$ cat config.mk
export PLATFORM = sky130hd
export DESIGN_NAME = sar_seq
export DESIGN_NICKNAME = d
export VERILOG_FILES = /design/src/rtl/sar_pkg.sv /design/src/rtl/sar_ctrl.sv /design/src/rtl/sar_datapath.sv /design/src/rtl/sar_seq.sv
export SDC_FILE = /design/constraint.sdc
export NUM_CORES = 1
export LEC_CHECK = 0
export ABC_CLOCK_PERIOD_IN_PS = 2600
export BUFFER_PORTS_ARGS = -buffer_cell sky130_fd_sc_hd__buf_4
export CAP_MARGIN = 10
export CORE_UTILIZATION = 59
export CTS_CLUSTER_SIZE = 28
export DETAILED_ROUTE_END_ITERATION = 6
export PLACE_DENSITY = 0.87
export SYNTH_ARGS = -nofsm -noshare
export SYNTH_HDL_FRONTEND = slang
export SYNTH_SLANG_ARGS = --single-unit
export TNS_END_PERCENT = 30
$ cat constraint.sdc
create_clock -name clk -period 2.6 [get_ports clk]
set_input_delay 0.52 -clock clk [delete_from_list [all_inputs] [get_ports clk]]
set_output_delay 0.52 -clock clk [all_outputs]
set_load 0.05 [all_outputs]
$ cat src/rtl/sar_pkg.sv
package sar_pkg;
  // Strobes issued by the sequencer to the datapath in a given cycle.
  typedef struct packed {
    logic loadMsb;   // end of sample cycle: present the first trial
    logic decide;    // end of a bit cycle: resolve the bit under test
    logic lastBit;   // the bit being resolved is bit 0
  } sarCtl_t;
endpackage

$ cat src/rtl/sar_ctrl.sv
module sar_ctrl
  import sar_pkg::*;
#(
  parameter int W = 10
) (
  input  logic    clk,
  input  logic    rstN,
  input  logic    startReq,
  output sarCtl_t ctl,
  output logic    sampleEn,
  output logic    busy
);
  localparam int IW = (W > 1) ? $clog2(W) : 1;
  localparam logic [IW-1:0] TOP_IDX = IW'(W - 1);

  typedef enum logic [1:0] {ST_IDLE, ST_SAMPLE, ST_CONV} state_t;

  state_t        state;
  logic [IW-1:0] bitIdx;

  always_ff @(posedge clk or negedge rstN) begin
    if (!rstN) begin
      state  <= ST_IDLE;
      bitIdx <= '0;
    end else begin
      unique case (state)
        ST_IDLE:   if (startReq) state <= ST_SAMPLE;
        ST_SAMPLE: begin
          state  <= ST_CONV;
          bitIdx <= TOP_IDX;
        end
        ST_CONV: begin
          if (bitIdx == '0) state <= ST_IDLE;
          else              bitIdx <= bitIdx - 1'b1;
        end
        default:   state <= ST_IDLE;
      endcase
    end
  end

  always_comb begin
    ctl.loadMsb = (state == ST_SAMPLE);
    ctl.decide  = (state == ST_CONV);
    ctl.lastBit = (state == ST_CONV) && (bitIdx == '0);
  end

  assign sampleEn = (state == ST_SAMPLE);
  assign busy     = (state != ST_IDLE);
endmodule

$ cat src/rtl/sar_datapath.sv
module sar_datapath
  import sar_pkg::*;
#(
  parameter int W = 10
) (
  input  logic         clk,
  input  logic         rstN,
  input  sarCtl_t      ctl,
  input  logic         cmpHigh,
  output logic [W-1:0] trialCode,
  output logic [W-1:0] dataOut,
  output logic         dataEn
);
  localparam logic [W-1:0] MSB_ONLY = {1'b1, {(W-1){1'b0}}};

  logic [W-1:0] testMask;   // one-hot marker of the bit under test
  logic [W-1:0] decided;

  // Clear the tested bit on a high comparator result, then arm the next lower bit.
  always_comb begin
    decided = trialCode & ~(cmpHigh ? testMask : '0);
  end

  always_ff @(posedge clk or negedge rstN) begin
    if (!rstN) begin
      trialCode <= '0;
      testMask  <= '0;
      dataOut   <= '0;
      dataEn    <= 1'b0;
    end else begin
      dataEn <= 1'b0;
      if (ctl.loadMsb) begin
        trialCode <= MSB_ONLY;
        testMask  <= MSB_ONLY;
      end else if (ctl.decide) begin
        if (ctl.lastBit) begin
          dataOut   <= decided;
          dataEn    <= 1'b1;
          trialCode <= '0;
          testMask  <= '0;
        end else begin
          trialCode <= decided | (testMask >> 1);
          testMask  <= testMask >> 1;
        end
      end
    end
  end
endmodule

$ cat src/rtl/sar_seq.sv
module sar_seq
  import sar_pkg::*;
#(
  parameter int W = 10
) (
  input  logic         clk,
  input  logic         rstN,
  input  logic         startReq,
  input  logic         cmpHigh,
  output logic [W-1:0] trialCode,
  output logic         sampleEn,
  output logic         busy,
  output logic [W-1:0] dataOut,
  output logic         dataEn
);
  sarCtl_t ctl;

  sar_ctrl #(.W(W)) u_ctrl (
    .clk      (clk),
    .rstN     (rstN),
    .startReq (startReq),
    .ctl      (ctl),
    .sampleEn (sampleEn),
    .busy     (busy)
  );

  sar_datapath #(.W(W)) u_dp (
    .clk       (clk),
    .rstN      (rstN),
    .ctl       (ctl),
    .cmpHigh   (cmpHigh),
    .trialCode (trialCode),
    .dataOut   (dataOut),
    .dataEn    (dataEn)
  );
endmodule

* Word-level counts from Yosys, hierarchy flattened
Index checks and enable logic that the tools add are counted.
Operators by class: $add $sub $neg 1, equal/unequal tests 5, multiplexer cells 15, bitwise logic cells 4, reduce and logical (&&, ||, !) cells 8
Operators by type and width (count):
- $mux W10 | 6
- $and A10 B10 Y10 | 1
- $not A10 Y10 | 1
- $or A10 B9 Y10 | 1
- $mux W9 | 1
- $pmux W4 S2 | 1
- $pmux W2 S3 | 1
- $logic_not A4 Y1 | 1
- $mux W2 | 2
- $mux W4 | 1
- $ne A2 B2 Y1 const B | 2
- $reduce_and A2 Y1 | 2
- $reduce_bool A2 Y1 | 2
- $sub A4 B1 Y4 const B | 1
- $mux W1 | 3
- $reduce_and A3 Y1 | 1
- $eq A2 B1 Y1 const B | 1
- $eq A2 B2 Y1 const B | 1
- $logic_not A2 Y1 | 1
- $ne A2 B1 Y1 const B | 1
- $logic_and A1 B1 Y1 | 1
- $not A1 Y1 | 1
Word-level totals: bits in registers 37, bits of input ports 4, output and inout port bits 23, word-level logic and storage cells 39

* Depth between registers and ports, before layout
depth after elaboration 7, depth in mapped cells 7, depth with buffers taken out 5

* Modules after synthesis
From an unflattened synthesis, not the netlist that was laid out.
Unflattened totals: cell total of the unflattened synthesis 156, area, all modules 1850.5 sq um
By module, submodules not included:
- sar_datapath | times used 1, cells each 116, area an instance 1487.7 sq um
- sar_ctrl | times used 1, cells each 40, area an instance 362.8 sq um

* Worst setup path after synthesis
No wires, ideal clock.
path kind register to register, from register u_ctrl.state[1], to register u_dp.testMask[0], library setup time 0.133 ns, data arrival time 1.655 ns, slack 0.812 ns, stages on the path, launching flop included 7, clock period less this slack 1.788 ns, cells stage by stage dfrtp_1 -> inv_1 -> ha_1 -> inv_1 -> nand2_1 -> buf_4 -> o22ai_1
Between the ends: elaborated cells on any way between the ends 7, those cells by class 2 x eq/ne; 3 x mux; 2 x reduce/logical
RTL lines:
- from (decl) | RTL line sar_ctrl.sv:18 | state_t state;
- from (signal assigned) | RTL line sar_ctrl.sv:23 | state <= ST_IDLE;
- from (signal assigned) | RTL line sar_ctrl.sv:27 | ST_IDLE: if (startReq) state <= ST_SAMPLE;
- from (signal assigned) | RTL line sar_ctrl.sv:29 | state <= ST_CONV;
- $eq A2 B1 Y1 (*)
- net sampleEn | RTL line sar_seq.sv:11 | output logic sampleEn,
- $mux W10 / $reduce_bool A2 Y1 (equally long branches)
- to (signal assigned) | RTL line sar_datapath.sv:43 | testMask <= testMask >> 1;
- to (decl) | RTL line sar_datapath.sv:16 | logic [W-1:0] testMask;
The timed path passes the listed nets; every way through them passes the cells marked *. The select of a mux whose other input is x is not followed. A chain may end at the register's enable or synchronous reset.

* Worst setup path in the final report
from register u_ctrl.state[0], to register u_dp.dataOut[4]
Between the ends: longest elaborated chain between the ends 3, elaborated cells on any way between the ends 5, those cells by class 2 x eq/ne; 1 x bitwise; 2 x reduce/logical
Ends and longest elaborated chain:
- $eq A2 B2 Y1 / $eq A2 B1 Y1 (equally long branches) | RTL line sar_ctrl.sv:43, sar_ctrl.sv:44, sar_ctrl.sv:42
- $logic_and A1 B1 Y1 / $not A1 Y1 (equally long branches)
- $reduce_and A3 Y1 (no line) (*)
- to (signal assigned) | RTL line sar_datapath.sv:37 | dataOut <= decided;
- to (decl) | RTL line sar_datapath.sv:11 | output logic [W-1:0] dataOut,
Every way passes the cells marked *; elsewhere a longest branch is shown, timed or not.

==> impl_metrics.json <==
{
  "drc": 0,
  "hold_class": "primary input to asynchronous set/reset pin",
  "cts_tree": "yes",
  "critPathLaunch": "u_ctrl.state[0]",
  "synthCells": 152,
  "crit_path_start_kind": "register",
  "via_per_inst": 5.76,
  "syn_to_final_growth_pct": 15.7,
  "final_nets": 187,
  "rsz0062_at_grt": "no",
  "antenna_found_initial": 0,
  "relSlewSlack_pct": 49.3,
  "hpwl_mm": 2.26,
  "reg2reg_to": "u_dp.dataOut[4]",
  "vias": 1204,
  "cts-root-buf": "clkbuf_4",
  "die_area_um2": 3080,
  "reg2reg_from": "u_ctrl.state[0]",
  "io_pins": 27,
  "gp_congestion": 0.834,
  "avgSynthCellArea_um2": 11.1,
  "clk_latency_ps": 340,
  "hold_viol_final": 0,
  "final_cell_mix": "37 x dfrtp_1, 27 x buf_4, 23 x inv_1",
  "crit_path_end": "u_dp.dataOut[4]",
  "grt_pass1_wl_mm": 5.60,
  "port-buffer-count": 26,
  "grt_use_met1_pct": 28.9,
  "r2r_slack_ps": 370,
  "diodes": 0,
  "yosysWarnings": 0,
  "ys_ff_latch": 37,
  "cts_setup_buffers": 0,
  "fin_crit_ps": 2230,
  "cts_resized": 0,
  "cts_sinks": 37,
  "grtUsageTotal_pct": 24.1,
  "core_region_area_um2": 2730,
  "die_w_um": 55.5,
  "row_count": 19,
  "worstMarginPinSlew_ps": 760,
  "crit_type": "register to register",
  "clk_pin_slew_ps": 100,
  "timing.fmax_mhz": 448,
  "cap_violations": 0,
  "crit_arrival_ps": 2470,
  "met2_usage_pct": 40.1,
  "grt_start_max_net_pins": 38,
  "synth_area_um2": 1690,
  "drive_above_1_share_pct": 27.5,
  "tns_ps": 0,
  "status": "finished, final reports clean",
  "cts_buffer_depth": 2,
  "drv_slew": 0,
  "clock_skew_ps": 3.57,
  "drtIter0Drc": 33,
  "yosysUniqueCellTypes": 30,
  "die_height_um": 55.5,
  "min_period_over_period_pct": 85.8,
  "ctsHtreeMaxLevel": 2,
  "ant_nets": 0,
  "end_kind": "register",
  "drt_wl_total_mm": 3.32,
  "use_met3_pct": 7.73,
  "cts_hold_buffers": 0,
  "worstPathMaxFanout": 11,
  "dr.pass1.iters": 4,
  "initial_core_util_pct": 61.7,
  "synthesis.nets": 161,
  "final_common_cell": "dfrtp_1",
  "wl_per_cell_um": 15.9,
  "cts_buffers": 5,
  "grt_pass1_vias": 1266,
  "ff2ff_path_depth": 5,
  "seq_area_frac_synth_pct": 54.9,
  "required_ps": 2840,
  "grt-busiest-layer": "met2",
  "setup_violations": 0,
  "grt_overflow": 0
}
area by class of cell:
type / count / area, µm²
Clock inverter: 2 / 35.0
Tap cell: 31 / 38.8
Timing Repair Buffer: 27 / 203
Sequential cell: 37 / 926
Multi-Input combinational cell: 84 / 624
Inverter: 23 / 86.3
Fill cell: 204 / 783
Clock buffer: 5 / 37.5
routing by layer:
layer	routed length, µm	vias to the layer above
met5	0	-
met4	69	0
met3	144	9
met2	1710	27
met1	1390	592
li1	-	576
metrics by stage:
step / util (%) / hold slack [ps] / instance area [µm²] / std cells / worst slack, ps
floorplan: - / 224 / 1690 / 152 / 812
global placement: 68.7 / 495 / 1880 / 202 / 521
detailed placement: 68.7 / 500 / 1880 / 202 / 394
CTS: 71.4 / 117 / 1950 / 209 / 386
global route: 71.4 / 133 / 1950 / 209 / 213
finish: 71.4 / 117 / 1950 / 209 / 370
cell usage after synthesis:
| cell | count | share of area, % |
|---|---|---|
| a21boi_0 | 10 | 4.5 |
| a21o_1 | 1 | 0.45 |
| a21oi_1 | 9 | 2.7 |
| a221o_1 | 1 | 0.59 |
| a2bb2oi_2 | 1 | 0.89 |
| and3_2 | 1 | 0.45 |
| buf_1 | 1 | 0.22 |
| buf_2 | 1 | 0.30 |
| buf_4 | 1 | 0.45 |
| buf_6 | 2 | 1.3 |
| clkbuf_1 | 3 | 0.67 |
| dfrtp_1 | 37 | 55 |
| ha_1 | 5 | 3.7 |
| inv_1 | 23 | 5.1 |
| mux2_2 | 12 | 8.0 |
| mux2i_1 | 2 | 1.2 |
| nand2_1 | 12 | 2.7 |
| nand2b_1 | 1 | 0.37 |
| nand3_1 | 2 | 0.59 |
| nand4_1 | 1 | 0.37 |
| nand4b_1 | 1 | 0.52 |
| nand4bb_1 | 1 | 0.67 |
| nor2_2 | 1 | 0.37 |
| nor2b_1 | 1 | 0.37 |
| o21ai_0 | 2 | 0.59 |
| o22ai_1 | 16 | 5.9 |
| o2bb2ai_1 | 1 | 0.52 |
| o32ai_1 | 1 | 0.52 |
| or3b_1 | 1 | 0.52 |
| or4b_1 | 1 | 0.59 |
registers in the layout (all words and copies together), names as in the netlist:
name / flops
u_dp.dataOut: 10
u_dp.trialCode: 10
u_dp.testMask: 10
u_ctrl.state: 2
u_dp.dataEn: 1
u_ctrl.bitIdx: 4
kinds of logic after synthesis:
| group | count (synthesis) | synth area share, % |
|---|---|---|
| AOI/OAI and AO/OA | 42 | 16.6 |
| DFF | 37 | 54.9 |
| buffers and inverters | 31 | 8.09 |
| and+or+nand+nor | 23 | 7.49 |
| muxes | 14 | 9.20 |
| adders and majority gates | 5 | 3.71 |
critical path, cell delays in order, from the launching register on:
cell       delay (ps)
dfrtp_1           410
inv_1             120
ha_1              330
nand4bb_1         290
nor2_2            560
mux2_2            410
how the worst min path moves through the flow:
stage	depth (start not counted)	endpoint	slack, ps	from
2_1_floorplan	0	u_ctrl.bitIdx[0]	220	rstN
3_3_place_gp	1	u_ctrl.bitIdx[0]	490	rstN
3_5_place_dp	1	u_dp.dataOut[5]	500	rstN
4_1_cts	1	u_dp.trialCode[4]	120	rstN
5_1_grt	1	u_ctrl.bitIdx[2]	130	rstN
6_report	1	u_ctrl.bitIdx[2]	120	rstN
Power is not shown: default switching activity piles up to over one toggle a cycle in this logic, so the estimate is an artifact.
